**src/rtl/entry_watch_pkg.sv**
```systemverilog
package entry_watch_pkg;

    localparam int WORD_W = 64;
    localparam int IDX_W  = 4;

    localparam logic [IDX_W-1:0] IDX_SEL        = 4'd0;
    localparam logic [IDX_W-1:0] IDX_SCRUB_MASK = 4'd2;
    localparam logic [IDX_W-1:0] IDX_SCRUB_TRIG = 4'd3;
    localparam logic [IDX_W-1:0] IDX_DATA0      = 4'd8;

    localparam int SEL_BLK_LSB = 32;

    localparam logic [WORD_W-1:0] SEL_CONFLICT = 64'h8000_0000_0000_0000;
    localparam logic [WORD_W-1:0] SEL_STATUS   = 64'hC000_0000_0000_0000;

    typedef enum logic [1:0] {
        XS_IDLE,
        XS_LOAD,
        XS_STORE,
        XS_DONE
    } xfer_state_e;

    typedef struct packed {
        logic             valid;
        logic             write;
        logic [IDX_W-1:0] idx;
    } bus_cmd_t;

    function automatic logic [WORD_W-1:0] swap_bytes(input logic [WORD_W-1:0] w);
        logic [WORD_W-1:0] r;
        for (int b = 0; b < 8; b++) begin
            r[8*b +: 8] = w[8*(7-b) +: 8];
        end
        return r;
    endfunction

endpackage

```
**src/rtl/ew_addr_gen.sv**
```systemverilog
module ew_addr_gen
    import entry_watch_pkg::*;
#(
    parameter int AW         = 32,
    parameter int BLK_W      = 4,
    parameter int OFF_W      = 8,
    parameter int NUM_BLOCKS = 4,
    parameter int NWORDS     = 4
) (
    input  logic [BLK_W-1:0] blk,
    input  logic [OFF_W-1:0] off,
    input  logic [AW-1:0]    base,
    input  logic [AW-1:0]    stride,
    output logic [AW-1:0]    entry_addr,
    output logic             entry_ok
);
    localparam int ENTRY_SHIFT = $clog2(NWORDS) + 3;

    logic [AW-1:0] blk_part;
    logic [AW-1:0] off_part;

    always_comb begin
        blk_part   = AW'(blk) * stride;
        off_part   = AW'(off) << ENTRY_SHIFT;
        entry_addr = base + blk_part + off_part;
        entry_ok   = int'(blk) < NUM_BLOCKS;
    end

endmodule

```
**src/rtl/ew_xfer_ctrl.sv**
```systemverilog
module ew_xfer_ctrl
    import entry_watch_pkg::*;
#(
    parameter int AW     = 32,
    parameter int NWORDS = 4
) (
    input  logic              clk,
    input  logic              rst,
    input  bus_cmd_t          cmd,
    input  logic [AW-1:0]     entry_addr,
    input  logic              entry_ok,
    input  logic [WORD_W-1:0] store_word,
    output logic              bus_ready,
    output logic [$clog2(NWORDS)-1:0] word_idx,
    output logic              ld_we,
    output logic [WORD_W-1:0] ld_word,
    output logic              zero_all,
    output logic              err_set,
    output logic              err_clr,
    output logic              d0_latch,
    output logic              mem_req,
    output logic              mem_we,
    output logic [AW-1:0]     mem_addr,
    output logic [WORD_W-1:0] mem_wdata,
    input  logic              mem_ack,
    input  logic [WORD_W-1:0] mem_rdata,
    input  logic              mem_rerr
);
    localparam int CW = $clog2(NWORDS);

    xfer_state_e   state;
    logic [CW-1:0] cnt;
    logic          fail_q;
    logic [AW-1:0] addr_q;
    logic          is_d0, start, last, load_bad;

    always_comb begin
        is_d0     = cmd.valid && (cmd.idx == IDX_DATA0);
        start     = (state == XS_IDLE) && is_d0;
        last      = cnt == CW'(NWORDS - 1);
        bus_ready = ((state == XS_IDLE) && !is_d0) || (state == XS_DONE);
        load_bad  = (state == XS_LOAD) && mem_ack && last && (fail_q || mem_rerr);
        d0_latch  = start && cmd.write;
        err_clr   = start && entry_ok;
        err_set   = (start && !entry_ok) || load_bad;
        zero_all  = (start && !entry_ok && !cmd.write) || load_bad;
        ld_we     = (state == XS_LOAD) && mem_ack;
        ld_word   = mem_rerr ? '0 : swap_bytes(mem_rdata);
        word_idx  = cnt;
        mem_req   = (state == XS_LOAD) || (state == XS_STORE);
        mem_we    = state == XS_STORE;
        mem_addr  = addr_q + (AW'(cnt) << 3);
        mem_wdata = swap_bytes(store_word);
    end

    always_ff @(posedge clk) begin
        if (rst) begin
            state  <= XS_IDLE;
            cnt    <= '0;
            fail_q <= 1'b0;
            addr_q <= '0;
        end else begin
            case (state)
                XS_IDLE: if (start) begin
                    cnt    <= '0;
                    fail_q <= 1'b0;
                    addr_q <= entry_addr;
                    if (!entry_ok)      state <= XS_DONE;
                    else if (cmd.write) state <= XS_STORE;
                    else                state <= XS_LOAD;
                end
                XS_LOAD: if (mem_ack) begin
                    fail_q <= fail_q | mem_rerr;
                    if (last) state <= XS_DONE;
                    else      cnt   <= cnt + 1'b1;
                end
                XS_STORE: if (mem_ack) begin
                    if (last) state <= XS_DONE;
                    else      cnt   <= cnt + 1'b1;
                end
                default: state <= XS_IDLE;
            endcase
        end
    end

    assert_busy_stall_R2: assert property (@(posedge clk) disable iff (rst)
        mem_req |-> !bus_ready);

    assert_load_readonly_R3: assert property (@(posedge clk) disable iff (rst)
        (mem_req && cmd.valid && !cmd.write) |-> !mem_we);

    assert_hold_addr_R10: assert property (@(posedge clk) disable iff (rst)
        (mem_req && !mem_ack) |=> (mem_req && $stable(mem_addr)));

    assert_word_step_R4: assert property (@(posedge clk) disable iff (rst)
        (mem_req && $past(mem_req && mem_ack)) |-> (mem_addr == $past(mem_addr) + AW'(8)));

endmodule

```
**src/rtl/entry_watch_window.sv**
```systemverilog
module entry_watch_window
    import entry_watch_pkg::*;
#(
    parameter int AW         = 32,
    parameter int BLK_W      = 4,
    parameter int OFF_W      = 8,
    parameter int NUM_BLOCKS = 4,
    parameter int NWORDS     = 4
) (
    input  logic              clk,
    input  logic              rst,
    input  logic              bus_valid,
    input  logic              bus_write,
    input  logic [3:0]        bus_idx,
    input  logic [63:0]       bus_wdata,
    output logic              bus_ready,
    output logic [63:0]       bus_rdata,
    input  logic [AW-1:0]     tbl_base,
    input  logic [AW-1:0]     blk_stride,
    output logic              mem_req,
    output logic              mem_we,
    output logic [AW-1:0]     mem_addr,
    output logic [63:0]       mem_wdata,
    input  logic              mem_ack,
    input  logic [63:0]       mem_rdata,
    input  logic              mem_rerr,
    output logic              load_err
);
    localparam int CW = $clog2(NWORDS);

    bus_cmd_t          cmd;
    logic [WORD_W-1:0] sel_q;
    logic [WORD_W-1:0] data_q [NWORDS];
    logic              err_q;
    logic [AW-1:0]     entry_addr;
    logic              entry_ok;
    logic [CW-1:0]     word_idx;
    logic              ld_we, zero_all, err_set, err_clr, d0_latch;
    logic [WORD_W-1:0] ld_word;
    logic              wr_acc;
    logic [IDX_W-1:0]  didx;
    logic              tail_wr;

    always_comb begin
        cmd.valid = bus_valid;
        cmd.write = bus_write;
        cmd.idx   = bus_idx;
        wr_acc    = bus_valid && bus_write && bus_ready && (bus_idx != IDX_DATA0);
        didx      = bus_idx - IDX_DATA0;
        tail_wr   = wr_acc && (bus_idx > IDX_DATA0) && (int'(didx) < NWORDS);
    end

    ew_addr_gen #(
        .AW(AW), .BLK_W(BLK_W), .OFF_W(OFF_W),
        .NUM_BLOCKS(NUM_BLOCKS), .NWORDS(NWORDS)
    ) u_addr (
        .blk        (sel_q[SEL_BLK_LSB +: BLK_W]),
        .off        (sel_q[OFF_W-1:0]),
        .base       (tbl_base),
        .stride     (blk_stride),
        .entry_addr (entry_addr),
        .entry_ok   (entry_ok)
    );

    ew_xfer_ctrl #(.AW(AW), .NWORDS(NWORDS)) u_xfer (
        .clk        (clk),
        .rst        (rst),
        .cmd        (cmd),
        .entry_addr (entry_addr),
        .entry_ok   (entry_ok),
        .store_word (data_q[word_idx]),
        .bus_ready  (bus_ready),
        .word_idx   (word_idx),
        .ld_we      (ld_we),
        .ld_word    (ld_word),
        .zero_all   (zero_all),
        .err_set    (err_set),
        .err_clr    (err_clr),
        .d0_latch   (d0_latch),
        .mem_req    (mem_req),
        .mem_we     (mem_we),
        .mem_addr   (mem_addr),
        .mem_wdata  (mem_wdata),
        .mem_ack    (mem_ack),
        .mem_rdata  (mem_rdata),
        .mem_rerr   (mem_rerr)
    );

    always_ff @(posedge clk) begin
        if (rst) begin
            sel_q <= '0;
            err_q <= 1'b0;
        end else begin
            if (wr_acc && bus_idx == IDX_SEL) sel_q <= bus_wdata & ~SEL_CONFLICT;
            if (err_set)      err_q <= 1'b1;
            else if (err_clr) err_q <= 1'b0;
        end
    end

    for (genvar i = 0; i < NWORDS; i++) begin : g_word
        always_ff @(posedge clk) begin
            if (rst || zero_all)                         data_q[i] <= '0;
            else if (ld_we && word_idx == CW'(i))        data_q[i] <= ld_word;
            else if (i == 0 && d0_latch)                 data_q[i] <= bus_wdata;
            else if (wr_acc && bus_idx == IDX_DATA0 + IDX_W'(i)) data_q[i] <= bus_wdata;
        end
    end

    always_comb begin
        bus_rdata = '0;
        if (bus_idx == IDX_SEL) bus_rdata = sel_q & ~SEL_STATUS;
        else if (bus_idx >= IDX_DATA0 && int'(didx) < NWORDS) bus_rdata = data_q[didx[CW-1:0]];
        load_err = err_q;
    end

    assert_tail_latch_only_R5: assert property (@(posedge clk) disable iff (rst)
        tail_wr |=> !mem_req);

    assert_fail_zeroes_R9: assert property (@(posedge clk) disable iff (rst)
        zero_all |=> (data_q[0] == '0 && load_err));

endmodule

```
**config.mk**
```make
export PLATFORM = sky130hd
export DESIGN_NAME = entry_watch_window
export DESIGN_NICKNAME = d
export VERILOG_FILES = /design/src/rtl/entry_watch_pkg.sv /design/src/rtl/ew_addr_gen.sv /design/src/rtl/ew_xfer_ctrl.sv /design/src/rtl/entry_watch_window.sv
export SDC_FILE = /design/constraint.sdc
export NUM_CORES = 1
export LEC_CHECK = 0
export CORE_UTILIZATION = 30
export DETAILED_ROUTE_END_ITERATION = 8
export GPL_TIMING_DRIVEN = 0
export PLACE_DENSITY = 0.52
export SKIP_CTS_REPAIR_TIMING = 1
export SYNTH_ARGS = -nofsm -noshare
export SYNTH_HDL_FRONTEND = slang
export SYNTH_SLANG_ARGS = --single-unit
```
**constraint.sdc**
```tcl
create_clock -name clk -period 16.9 [get_ports clk]
set_input_delay 3.38 -clock clk [delete_from_list [all_inputs] [get_ports clk]]
set_output_delay 3.38 -clock clk [all_outputs]
set_load 0.005 [all_outputs]
```
==> results of run 1 <==
layer usage:
metal	up-vias	global-route usage
met5	-	0
met4	32	0.0651
met3	182	0.0593
met2	764	0.400
met1	9632	0.261
li1	8470	-
final timing paths:
kind                          start  slack, ns  cells after the start                        endpoint
max                      bus_idx[3]       7.09                      6                   bus_rdata[16]
min reg2reg  sel_q[18]$_SDFFE_PP0P_       0.45                      2          sel_q[18]$_SDFFE_PP0P_
min          sel_q[18]$_SDFFE_PP0P_       0.45                      2          sel_q[18]$_SDFFE_PP0P_
max reg2reg  sel_q[35]$_SDFFE_PP0P_      11.44                     16  u_xfer.addr_q[26]$_SDFFE_PP0P_
worst max-delay path, stage by stage:
cell	delay [ns]
sky130_fd_sc_hd__clkdlybuf4s50_1	0.61
sky130_fd_sc_hd__nor2b_4	0.28
sky130_fd_sc_hd__clkbuf_1	0.66
sky130_fd_sc_hd__clkbuf_1	0.56
sky130_fd_sc_hd__a22o_1	0.37
sky130_fd_sc_hd__clkdlybuf4s50_1	0.56
layout make-up:
| type | instances | share of cell area |
|---|---|---|
| antenna | 3 | 0.000247 |
| buffer | 158 | 0.0264 |
| clock buffer | 61 | 0.0393 |
| clock inverter | 18 | 0.00634 |
| inverter | 136 | 0.0168 |
| multi-input combinational | 1406 | 0.421 |
| sequential | 358 | 0.320 |
| tap | 1040 | 0.0428 |
| timing repair buffer | 371 | 0.127 |
per-stage QoR:
stage	hold WS, ns	std cells	power, W	utilization	worst slack (ns)
5_1_grt	0.470	3548	0.00238	0.390	6.99
2_1_floorplan	0.432	2058	0.00118	-	7.56
6_report	0.453	3551	0.00230	0.390	7.09
3_5_place_dp	0.447	3469	0.00139	0.372	7.06
3_3_place_gp	0.442	3460	0.00138	0.368	1.57
4_1_cts	0.455	3548	0.00232	0.390	7.05
power groups by stage:
stage,logic [W],clock network [W],registers [W]
2_1_floorplan,0.000173,0,0.00101
3_3_place_gp,0.000362,0,0.00102
3_5_place_dp,0.000374,0,0.00101
4_1_cts,0.000375,0.000956,0.000993
5_1_grt,0.000397,0.000989,0.000997
6_report,0.000372,0.000939,0.000993
Yosys cell counts (4+ instances only):
library cell	n	area, sq um
sky130_fd_sc_hd__nand4_1	10	62.6
sky130_fd_sc_hd__xor2_1	20	175
sky130_fd_sc_hd__a21o_1	4	30.0
sky130_fd_sc_hd__o211ai_1	4	30.0
sky130_fd_sc_hd__and3_1	8	50.1
sky130_fd_sc_hd__a22o_1	318	2790
sky130_fd_sc_hd__buf_1	6	22.5
sky130_fd_sc_hd__buf_4	11	82.6
sky130_fd_sc_hd__a211oi_1	6	45.0
sky130_fd_sc_hd__o21ai_0	27	135
sky130_fd_sc_hd__edfxtp_1	256	7690
sky130_fd_sc_hd__a31oi_1	6	37.5
sky130_fd_sc_hd__buf_2	56	280
sky130_fd_sc_hd__nand2_1	239	897
sky130_fd_sc_hd__ha_1	66	826
sky130_fd_sc_hd__nor3_1	6	30.0
sky130_fd_sc_hd__mux4_2	128	2880
sky130_fd_sc_hd__o21a_1	5	37.5
sky130_fd_sc_hd__clkbuf_1	71	267
sky130_fd_sc_hd__fa_1	95	1900
sky130_fd_sc_hd__nor2b_1	71	444
sky130_fd_sc_hd__dfxtp_1	102	2040
sky130_fd_sc_hd__buf_6	13	146
sky130_fd_sc_hd__inv_1	136	510
sky130_fd_sc_hd__and2_1	102	638
sky130_fd_sc_hd__a21oi_1	123	616
sky130_fd_sc_hd__nor2_1	45	169
sky130_fd_sc_hd__nor2_2	6	37.5
sky130_fd_sc_hd__nand3_1	29	145
sky130_fd_sc_hd__xnor2_1	36	315
sky130_fd_sc_hd__o21bai_1	6	45.0
registers in the layout, summed over array words and instances (netlist names), named ones only:
| signal | flops |
|---|---|
| load_err | 1 |
| u_xfer.fail_q | 1 |
| u_xfer.word_idx | 2 |
| data_q | 256 |
| sel_q | 62 |
| u_xfer.addr_q | 32 |
| u_xfer.state | 2 |
logic make-up after synthesis:
| kind of cell | synth area share |
|---|---|
| AO/OA/AOI/OAI | 0.166 |
| XOR/XNOR | 0.0206 |
| adder cells (fa/ha/maj) | 0.115 |
| buffers and inverters | 0.0552 |
| flip-flops | 0.409 |
| multiplexers | 0.122 |
| AND/OR/NAND/NOR | 0.113 |
==> impl_summary.txt, run 1 <==
----------------------------------------------------
[Run status]
  Outcome ... complete, no violations

[Final layout]
  Ratio of cells with drive above 1 in the final layout ... 0.120
  Most common cell after layout, fill and taps aside ... sky130_fd_sc_hd__clkdlybuf4s50_1
  Commonest cells after routing, fill and taps aside ... sky130_fd_sc_hd__clkdlybuf4s50_1 (362), sky130_fd_sc_hd__a22o_1 (318), sky130_fd_sc_hd__edfxtp_1 (256)
  Footprint of the flip-flops and latches ... roughly 9700 sq um
  Number of nets in the finished design ... roughly 2800
  Number of fill cells in the layout ... 7566
  Area of the multi-input gates ... ~13000 sq um
  Area added between synthesis and finish ... 27.7%
  Area of all placed cells without fillers ... 30400 sq um

[Power and ir drop]
  Share of total power in the clock network ... 0.407
  NetSw ... around 0.00062 W
  Switching Fraction ... 0.269
  Power share of the combinational group ... 0.162
  Internal cell power ... around 0.0017 W
  Peak supply drop ... 55.5 uV
  Lkg Pwr ... approximately 11 nW
  Pwr/cell area ... between 70 and 80 nW/um^2
  Sequential group share of total power ... 0.431

[Floorplanning]
  I/O pin count ... 366
  Core Footprint ... approximately 80000 sq um
  Initial core utilization ... 0.305
  Width of the die ... ~280 um
  Area of the die ... about 80000 sq um
  Die Height ... 284 um
  Cell Rows ... around 100

[Placed design]
  Cell area reported after detailed placement ... around 29000 sq um
  Port Buffer Count ... about 360
  Final estimated routing congestion in global placement ... ~0.90
  HPWL after detailed placement ... around 67000 um

[Timing]
  Fmax ... ~0.10 GHz
  Worst slew margin ... 0.292
  Final period demand of the worst path ... 9.81 ns
  Max Clock Skew ... 0.0168 ns
  Final setup viols ... 0
  Post-route clock period utilization ... 0.581
  Setup repair after global routing missed its margin ... false
  Number of pins exceeding their max-slew limit in the final report ... 0
  Slew at the pin with the worst max-slew slack ... 1.06 ns
  Final number of hold-violating endpoints ... 0
  Total Negative Setup Slacks ... 0 ns

[CTS]
  Clock tree root driver cell ... sky130_fd_sc_hd__clkbuf_16
  Clock transition at the registers of the reported paths ... around 0.06 ns
  Sink count of the clock tree ... 358
  # H-tree levels ... 2
  CTS tree ... done
  Number of clock buffers inserted by TritonCTS ... between 40 and 50
  Clock latency on the worst-skew pair ... ~0.59 ns
  Clock tree buffer depth ... 3

[Global routing]
  Pin count of the biggest net entering global routing ... 39
  Initial antenna violation count ... 19
  Wire length of the first global-routing pass ... ~130000 um
  Remaining global-route overflow ... 0
  Vias in the first global route ... 20206
  Total GRT Usage ... 0.224

[Routing]
  First-pass DRT Iterations ... 7
  Initial detailed-routing violation count ... 1513
  Met2 wire length ... ~46000 um
  Number of antenna-violating nets in the routed design ... 0
  Detailed-route via count ... between 15000 and 20000
  Drc violations ... 0
  Wire length on met1 ... 34800 um
  Uppermost routed layer ... met5
  Post-detailed-route wirelength per cell ... between 20 and 30 um
  Total wire length ... approximately 91000 um
  Routed via count divided by cell count ... between 5 and 6
  Met3 wirelength from detailed routing ... between 7000 and 8000 um

[Synthesis]
  Netlist cell types ... 64
  Post-Synthesis Cell Area ... 23800 sq um
  Number of storage elements in the synthesis netlist ... around 360
  Post-Synthesis Net Count ... about 2400
  Synth warn ... 0
  Most instantiated flip-flop cell in the synthesis netlist ... sky130_fd_sc_hd__edfxtp_1
  FFs w/ async S/R, synth ... 0
  Mean cell area of the mapped netlist ... 11.6 sq um
  Share of the yosys chip area belonging to registers ... 0.409
  EDFF count, synth ... roughly 260
  Cell count after synthesis ... between 2000 and 2500

[Worst setup path]
  Class of the most critical setup path ... input port to primary output
  Critical path data required time ... roughly 14 ns
  Sort of element at the end of the critical path ... primary output
  Max FO, Critical Path ... 10
  Arr. time, crit path ... between 6 and 7 ns
  Sort of element at the start of the critical path ... input port

[Min path]
  Worst Hold Class ... register to register

[Job]
  Max-cap violations ... 0

----------------------------------------------------
(Power assumes the default switching activity.)
==> run 2, diff against run 1 <==
PLACE_DENSITY = 0.53   (was 0.52)
clock period = 8.6 ns   (was 16.9 ns; I/O delays follow)
==> impl_summary.txt, run 2 (synthesis gave the netlist of run 1 again) <==
----------------------------------------------------
[Power and ir drop]
  Pwr/cell area ... 151 nW/um^2
  Peak supply drop ... between 100 and 150 uV
  NetSw ... 0.00119 W
  Internal cell power ... 0.00341 W
  Total design power ... roughly 0.0046 W
  Switching Fraction ... 0.259
  Power share of the combinational group ... 0.159
  Sequential group share of total power ... 0.424
  Share of total power in the clock network ... 0.417
  Lkg Pwr ... around 11 nW

[Worst setup path]
  R2R depth ... 16
  Max FO, Critical Path ... 10
  Class of the most critical setup path ... input port to primary output
  Critical path data required time ... 6.88 ns
  Critical Path, Cell by Cell ... clkdlybuf4s50_1 -> nor2b_4 -> clkbuf_1 -> clkbuf_1 -> a22o_1 -> clkdlybuf4s50_1
  Slowest-stage cell, CP ... sky130_fd_sc_hd__clkbuf_1
  Capturing point of the worst reg2reg path ... u_xfer.addr_q[28]$_SDFFE_PP0P_
  Arr. time, crit path ... between 4 and 5 ns
  Sort of element at the end of the critical path ... primary output
  Slowest Stage Delay on Critical Path ... roughly 0.67 ns
  Sort of element at the start of the critical path ... input port
  Worst reg2reg path startpoint ... sel_q[34]$_SDFFE_PP0P_
  FF-to-FF setup slack ... about 3.0 ns

[Timing]
  Number of pins exceeding their max-slew limit in the final report ... 0
  Max Clock Skew ... 0.0308 ns
  Final setup viols ... 0
  Setup repair after global routing missed its margin ... false
  Worst slew margin ... 0.284
  Fmax ... between 0.15 and 0.2 GHz
  Final period demand of the worst path ... around 6.5 ns
  Post-route clock period utilization ... 0.761
  Worst Hold Margin ... 0.456 ns
  Final number of hold-violating endpoints ... 0
  Slew at the pin with the worst max-slew slack ... ~1.1 ns

[CTS]
  Sink count of the clock tree ... 358
  Clock latency on the worst-skew pair ... 0.60 ns
  Clock tree buffer depth ... 3
  # H-tree levels ... 2
  Clock tree root driver cell ... sky130_fd_sc_hd__clkbuf_16
  Number of clock buffers inserted by TritonCTS ... 43
  CTS tree ... done
  Clock transition at the registers of the reported paths ... approximately 0.05 ns

[Global routing]
  Vias in the first global route ... around 20000
  Remaining global-route overflow ... 0
  Pin count of the biggest net entering global routing ... 49
  Initial antenna violation count ... 16
  Wire length of the first global-routing pass ... 132000 um
  Total GRT Usage ... 0.224

[Final layout]
  Area added between synthesis and finish ... 28.2%
  Commonest cells after routing, fill and taps aside ... sky130_fd_sc_hd__clkdlybuf4s50_1 (362), sky130_fd_sc_hd__a22o_1 (318), sky130_fd_sc_hd__edfxtp_1 (256)
  Most common cell after layout, fill and taps aside ... sky130_fd_sc_hd__clkdlybuf4s50_1
  Top register by number of flip-flops ... data_q
  Number of nets in the finished design ... between 2000 and 3000
  Ratio of cells with drive above 1 in the final layout ... 0.120
  Flip-flop count of the largest register after layout ... between 200 and 300
  Final standard cell count with taps included and fillers excluded ... 3552
  Area of all placed cells without fillers ... 30500 sq um
  Biggest regs ... data_q: 256 flops, sel_q: 62 flops, u_xfer.addr_q: 32 flops
  Final cell utilization of the core ... 0.391

[Floorplanning]
  Cell Rows ... just over 100
  Width of the die ... ~280 um
  Initial core utilization ... 0.305
  Area of the die ... between 80000 and 90000 sq um
  Core Footprint ... 78000 sq um
  I/O pin count ... approximately 370
  Die Height ... between 200 and 300 um

[Routing]
  Routed via count divided by cell count ... 5.35
  First-pass DRT Iterations ... 5
  Number of antenna-violating nets in the routed design ... 0
  Initial detailed-routing violation count ... 1373
  Total wire length ... a little over 90000 um
  Detailed-route via count ... roughly 19000
  Drc violations ... 0
  Post-detailed-route wirelength per cell ... about 26 um

[Min path]
  Hold worst-path end ... u_xfer.addr_q[21]$_SDFFE_PP0P_
  Count of cells along the worst hold path ... 2
  Worst Hold Class ... register to register
  Hold path start ... u_xfer.addr_q[21]$_SDFFE_PP0P_

[Placed design]
  HPWL after detailed placement ... slightly below 70000 um
  Port Buffer Count ... 362
  Cell area reported after detailed placement ... 29000 sq um
  Instance count after placement with tap cells included ... between 3000 and 4000
  Final estimated routing congestion in global placement ... between 0.8 and 0.9

[Run status]
  Outcome ... complete, no violations

[Job]
  Max-cap violations ... 0

----------------------------------------------------
==> run 2: cell count changes in the layout (fill, tap and decap cells not counted), sizes merged <==
cell / change
bufinv: +4
clkbuf: -3
clkinv: +2
inv: -2
buf: +1
clkinvlp: -1
==> run 2: through the flow <==
step	setup TNS, ns	setup WS [ns]
floorplan	0	0.915
global placement	-611.80	-4.91
detailed placement	0	2.05
CTS	0	2.04
global route	0	1.98
finish	0	2.06
==> run 2: worst max-delay path by stage <==
stage	from	end	slack (ns)
global route	bus_idx[3]	bus_rdata[14]	1.98
CTS	bus_idx[3]	bus_rdata[16]	2.04
detailed placement	bus_idx[3]	bus_rdata[16]	2.05
global placement	bus_idx[1]	data_q[2][27]$_SDFFCE_PN0P_	-4.91
floorplan	bus_idx[1]	data_q[2][0]$_SDFFCE_PN0P_	0.92
finish	bus_idx[3]	bus_rdata[16]	2.06
==> run 2: layout make-up <==
class                      count  area, sq um
tap                         1040         1300
multi-input combinational   1406        12800
clock inverter                21          300
fill                        7572        47500
clock buffer                  58         1160
antenna                        3         7.51
inverter                     136          510
timing repair buffer         372         3900
buffer                       158          803
sequential                   358         9730
==> run 2: routing by layer <==
metal  wire [um]  share of wire  global-route usage  up-vias
met5         158         0.0017                   0        -
met4        3050          0.033              0.0776       24
met3        6960          0.076              0.0518      188
met2       46900           0.51               0.403      730
met1       34700           0.38               0.258     9600
li1            -              -                   -     8470
==> run 2: power by group through the flow <==
stage,Combinational (W),Clock (W),Sequential (W)
3_3_place_gp,0.000711,0,0.00200
4_1_cts,0.000739,0.00195,0.00195
3_5_place_dp,0.000735,0,0.00199
2_1_floorplan,0.000340,0,0.00198
5_1_grt,0.000782,0.00200,0.00196
6_report,0.000733,0.00192,0.00195
==> run 2: critical path, delay by kind of cell <==
family / cells / cell delay [ns]
compound gates: 1 / 0.38
buf+inv: 4 / 2.42
simple gates: 1 / 0.30
==> run 3, diff against run 2 <==
clock period = 5.5 ns   (was 8.6 ns; I/O delays follow)
==> impl_summary.txt, run 3 (synthesis gave the netlist of run 1 again) <==
----------------------------------------------------
[Final layout]
  Number of nets in the finished design ... ~2800
  Biggest regs ... data_q: 256 flops, sel_q: 62 flops, u_xfer.addr_q: 32 flops
  Most common cell after layout, fill and taps aside ... sky130_fd_sc_hd__clkdlybuf4s50_1
  Ratio of cells with drive above 1 in the final layout ... 0.125
  Commonest cells after routing, fill and taps aside ... sky130_fd_sc_hd__clkdlybuf4s50_1 (362), sky130_fd_sc_hd__a22o_1 (318), sky130_fd_sc_hd__edfxtp_1 (256)
  Area added between synthesis and finish ... 28.4%
  Flip-flop count of the largest register after layout ... around 260
  Top register by number of flip-flops ... data_q

[Placed design]
  Port Buffer Count ... 362
  Final estimated routing congestion in global placement ... between 0.8 and 0.9
  HPWL after detailed placement ... about 67000 um
  Setup WS pre-CTS ... -0.109 ns

[Timing]
  Slew at the pin with the worst max-slew slack ... 1.06 ns
  Post-route clock period utilization ... 0.952
  Setup repair after global routing missed its margin ... false
  Number of pins exceeding their max-slew limit in the final report ... 0
  Final period demand of the worst path ... 5.24 ns
  Worst slew margin ... 0.296
  Final setup viols ... 0
  Total Negative Setup Slacks ... 0 ns
  Max Clock Skew ... around 0.023 ns
  Worst Hold Margin ... about 0.45 ns
  Setup ws final ... approximately 0.26 ns
  Fmax ... around 0.19 GHz
  Final number of hold-violating endpoints ... 0

[CTS]
  Clock latency on the worst-skew pair ... about 0.58 ns
  Sink count of the clock tree ... between 300 and 400
  # H-tree levels ... 2
  Clock tree buffer depth ... 3
  CTS tree ... done
  Clock tree root driver cell ... sky130_fd_sc_hd__clkbuf_16
  Clock transition at the registers of the reported paths ... 0.06 ns
  Number of clock buffers inserted by TritonCTS ... 42

[Floorplanning]
  Initial core utilization ... 0.305
  Area of the die ... roughly 80000 sq um
  Width of the die ... roughly 280 um
  Die Height ... between 200 and 300 um
  Cell Rows ... around 100
  Core Footprint ... between 70000 and 80000 sq um
  I/O pin count ... 366

[Global routing]
  Remaining global-route overflow ... 0
  Wire length of the first global-routing pass ... about 130000 um
  Total GRT Usage ... 0.225
  Pin count of the biggest net entering global routing ... 40
  Initial antenna violation count ... 17
  Vias in the first global route ... between 20000 and 25000

[Power and ir drop]
  Peak supply drop ... slightly below 200 uV
  Pwr/cell area ... roughly 240 nW/um^2
  Lkg Pwr ... 11.3 nW

[Worst setup path]
  Sort of element at the end of the critical path ... primary output
  Max FO, Critical Path ... 10
  R2R depth ... 18
  Slowest Stage Delay on Critical Path ... about 0.65 ns
  FF-to-FF setup slack ... just over 0.3 ns
  Arr. time, crit path ... about 4.1 ns
  Slowest-stage cell, CP ... sky130_fd_sc_hd__clkbuf_1
  Critical Path, Cell by Cell ... clkdlybuf4s50_1 -> nor2b_4 -> clkbuf_1 -> clkbuf_1 -> a22o_1 -> clkdlybuf4s50_1
  Capturing point of the worst reg2reg path ... u_xfer.addr_q[28]$_SDFFE_PP0P_
  Sort of element at the start of the critical path ... input port
  Worst reg2reg path startpoint ... sel_q[32]$_SDFFE_PP0P_
  Critical path data required time ... around 4.4 ns
  Class of the most critical setup path ... input port to primary output

[Job]
  Max-cap violations ... 0

[Routing]
  Number of antenna-violating nets in the routed design ... 0
  Initial detailed-routing violation count ... approximately 1400
  Post-detailed-route wirelength per cell ... about 26 um
  Drc violations ... 0
  Routed via count divided by cell count ... 5.32
  First-pass DRT Iterations ... 7
  Detailed-route via count ... 18885
  Total wire length ... 91500 um

[Min path]
  Hold path start ... sel_q[16]$_SDFFE_PP0P_
  Worst Hold Class ... register to register
  Count of cells along the worst hold path ... 2
  Hold worst-path end ... sel_q[16]$_SDFFE_PP0P_

[Run status]
  Outcome ... complete, no violations

----------------------------------------------------
==> run 3: layout make-up <==
type / instances / area [sq um]
Multi-Input combinational cell: 1406 / 12800
Timing Repair Buffer: 370 / 3810
Clock inverter: 22 / 395
Clock buffer: 55 / 1170
Inverter: 136 / 510
Tap cell: 1040 / 1300
Sequential cell: 358 / 9730
Fill cell: 7537 / 47400
Antenna cell: 7 / 17.5
Buffer: 158 / 811
==> run 3: report_power, final <==
group	switching (W)	internal, W
Combinational	0.000584	0.000553
Clock	0.00123	0.00198
Sequential	0.0000552	0.00300
Total	0.00187	0.00553
==> run 3: worst max-delay path, delay by kind of cell <==
kind / cells / cell delay (ns)
buf+inv: 4 / 2.37
compound gates: 1 / 0.37
simple gates: 1 / 0.28
==> run 3: per-layer routing <==
metal / track usage / share of wire / vias to the layer above
met5: 0 / 0.0014 / -
met4: 0.0692 / 0.029 / 18
met3: 0.0523 / 0.075 / 152
met2: 0.403 / 0.51 / 732
met1: 0.266 / 0.38 / 9507
li1: - / - / 8476
==> run 3: metrics by stage <==
| step | instances | utilization | total power, W | area [sq um] |
|---|---|---|---|---|
| 6_report | 3552 | 0.392 | 0.00740 | 30500 |
| 5_1_grt | 3548 | 0.392 | 0.00763 | 30500 |
| 4_1_cts | 3545 | 0.391 | 0.00744 | 30500 |
| 3_5_place_dp | 3468 | 0.371 | 0.00425 | 29000 |
| 3_3_place_gp | 3460 | 0.368 | 0.00423 | 28700 |
| 2_1_floorplan | 2058 | - | 0.00363 | 23800 |
==> run 3: how the worst max path moves through the flow <==
stage                                                end                   start  cells after the start  slack (ns)
final                                      bus_rdata[15]              bus_idx[3]                      6        0.26
after floorplan               data_q[2][0]$_SDFFCE_PN0P_              bus_idx[1]                      5        0.15
after detailed placement  u_xfer.addr_q[28]$_SDFFE_PP0P_           blk_stride[2]                     14       -0.11
after global routing      u_xfer.addr_q[29]$_SDFFE_PP0P_  sel_q[35]$_SDFFE_PP0P_                     17        0.05
after global placement       data_q[2][30]$_SDFFCE_PN0P_              bus_idx[1]                      5       -3.78
after CTS                 u_xfer.addr_q[23]$_SDFFE_PP0P_  sel_q[34]$_SDFFE_PP0P_                     16       -0.04
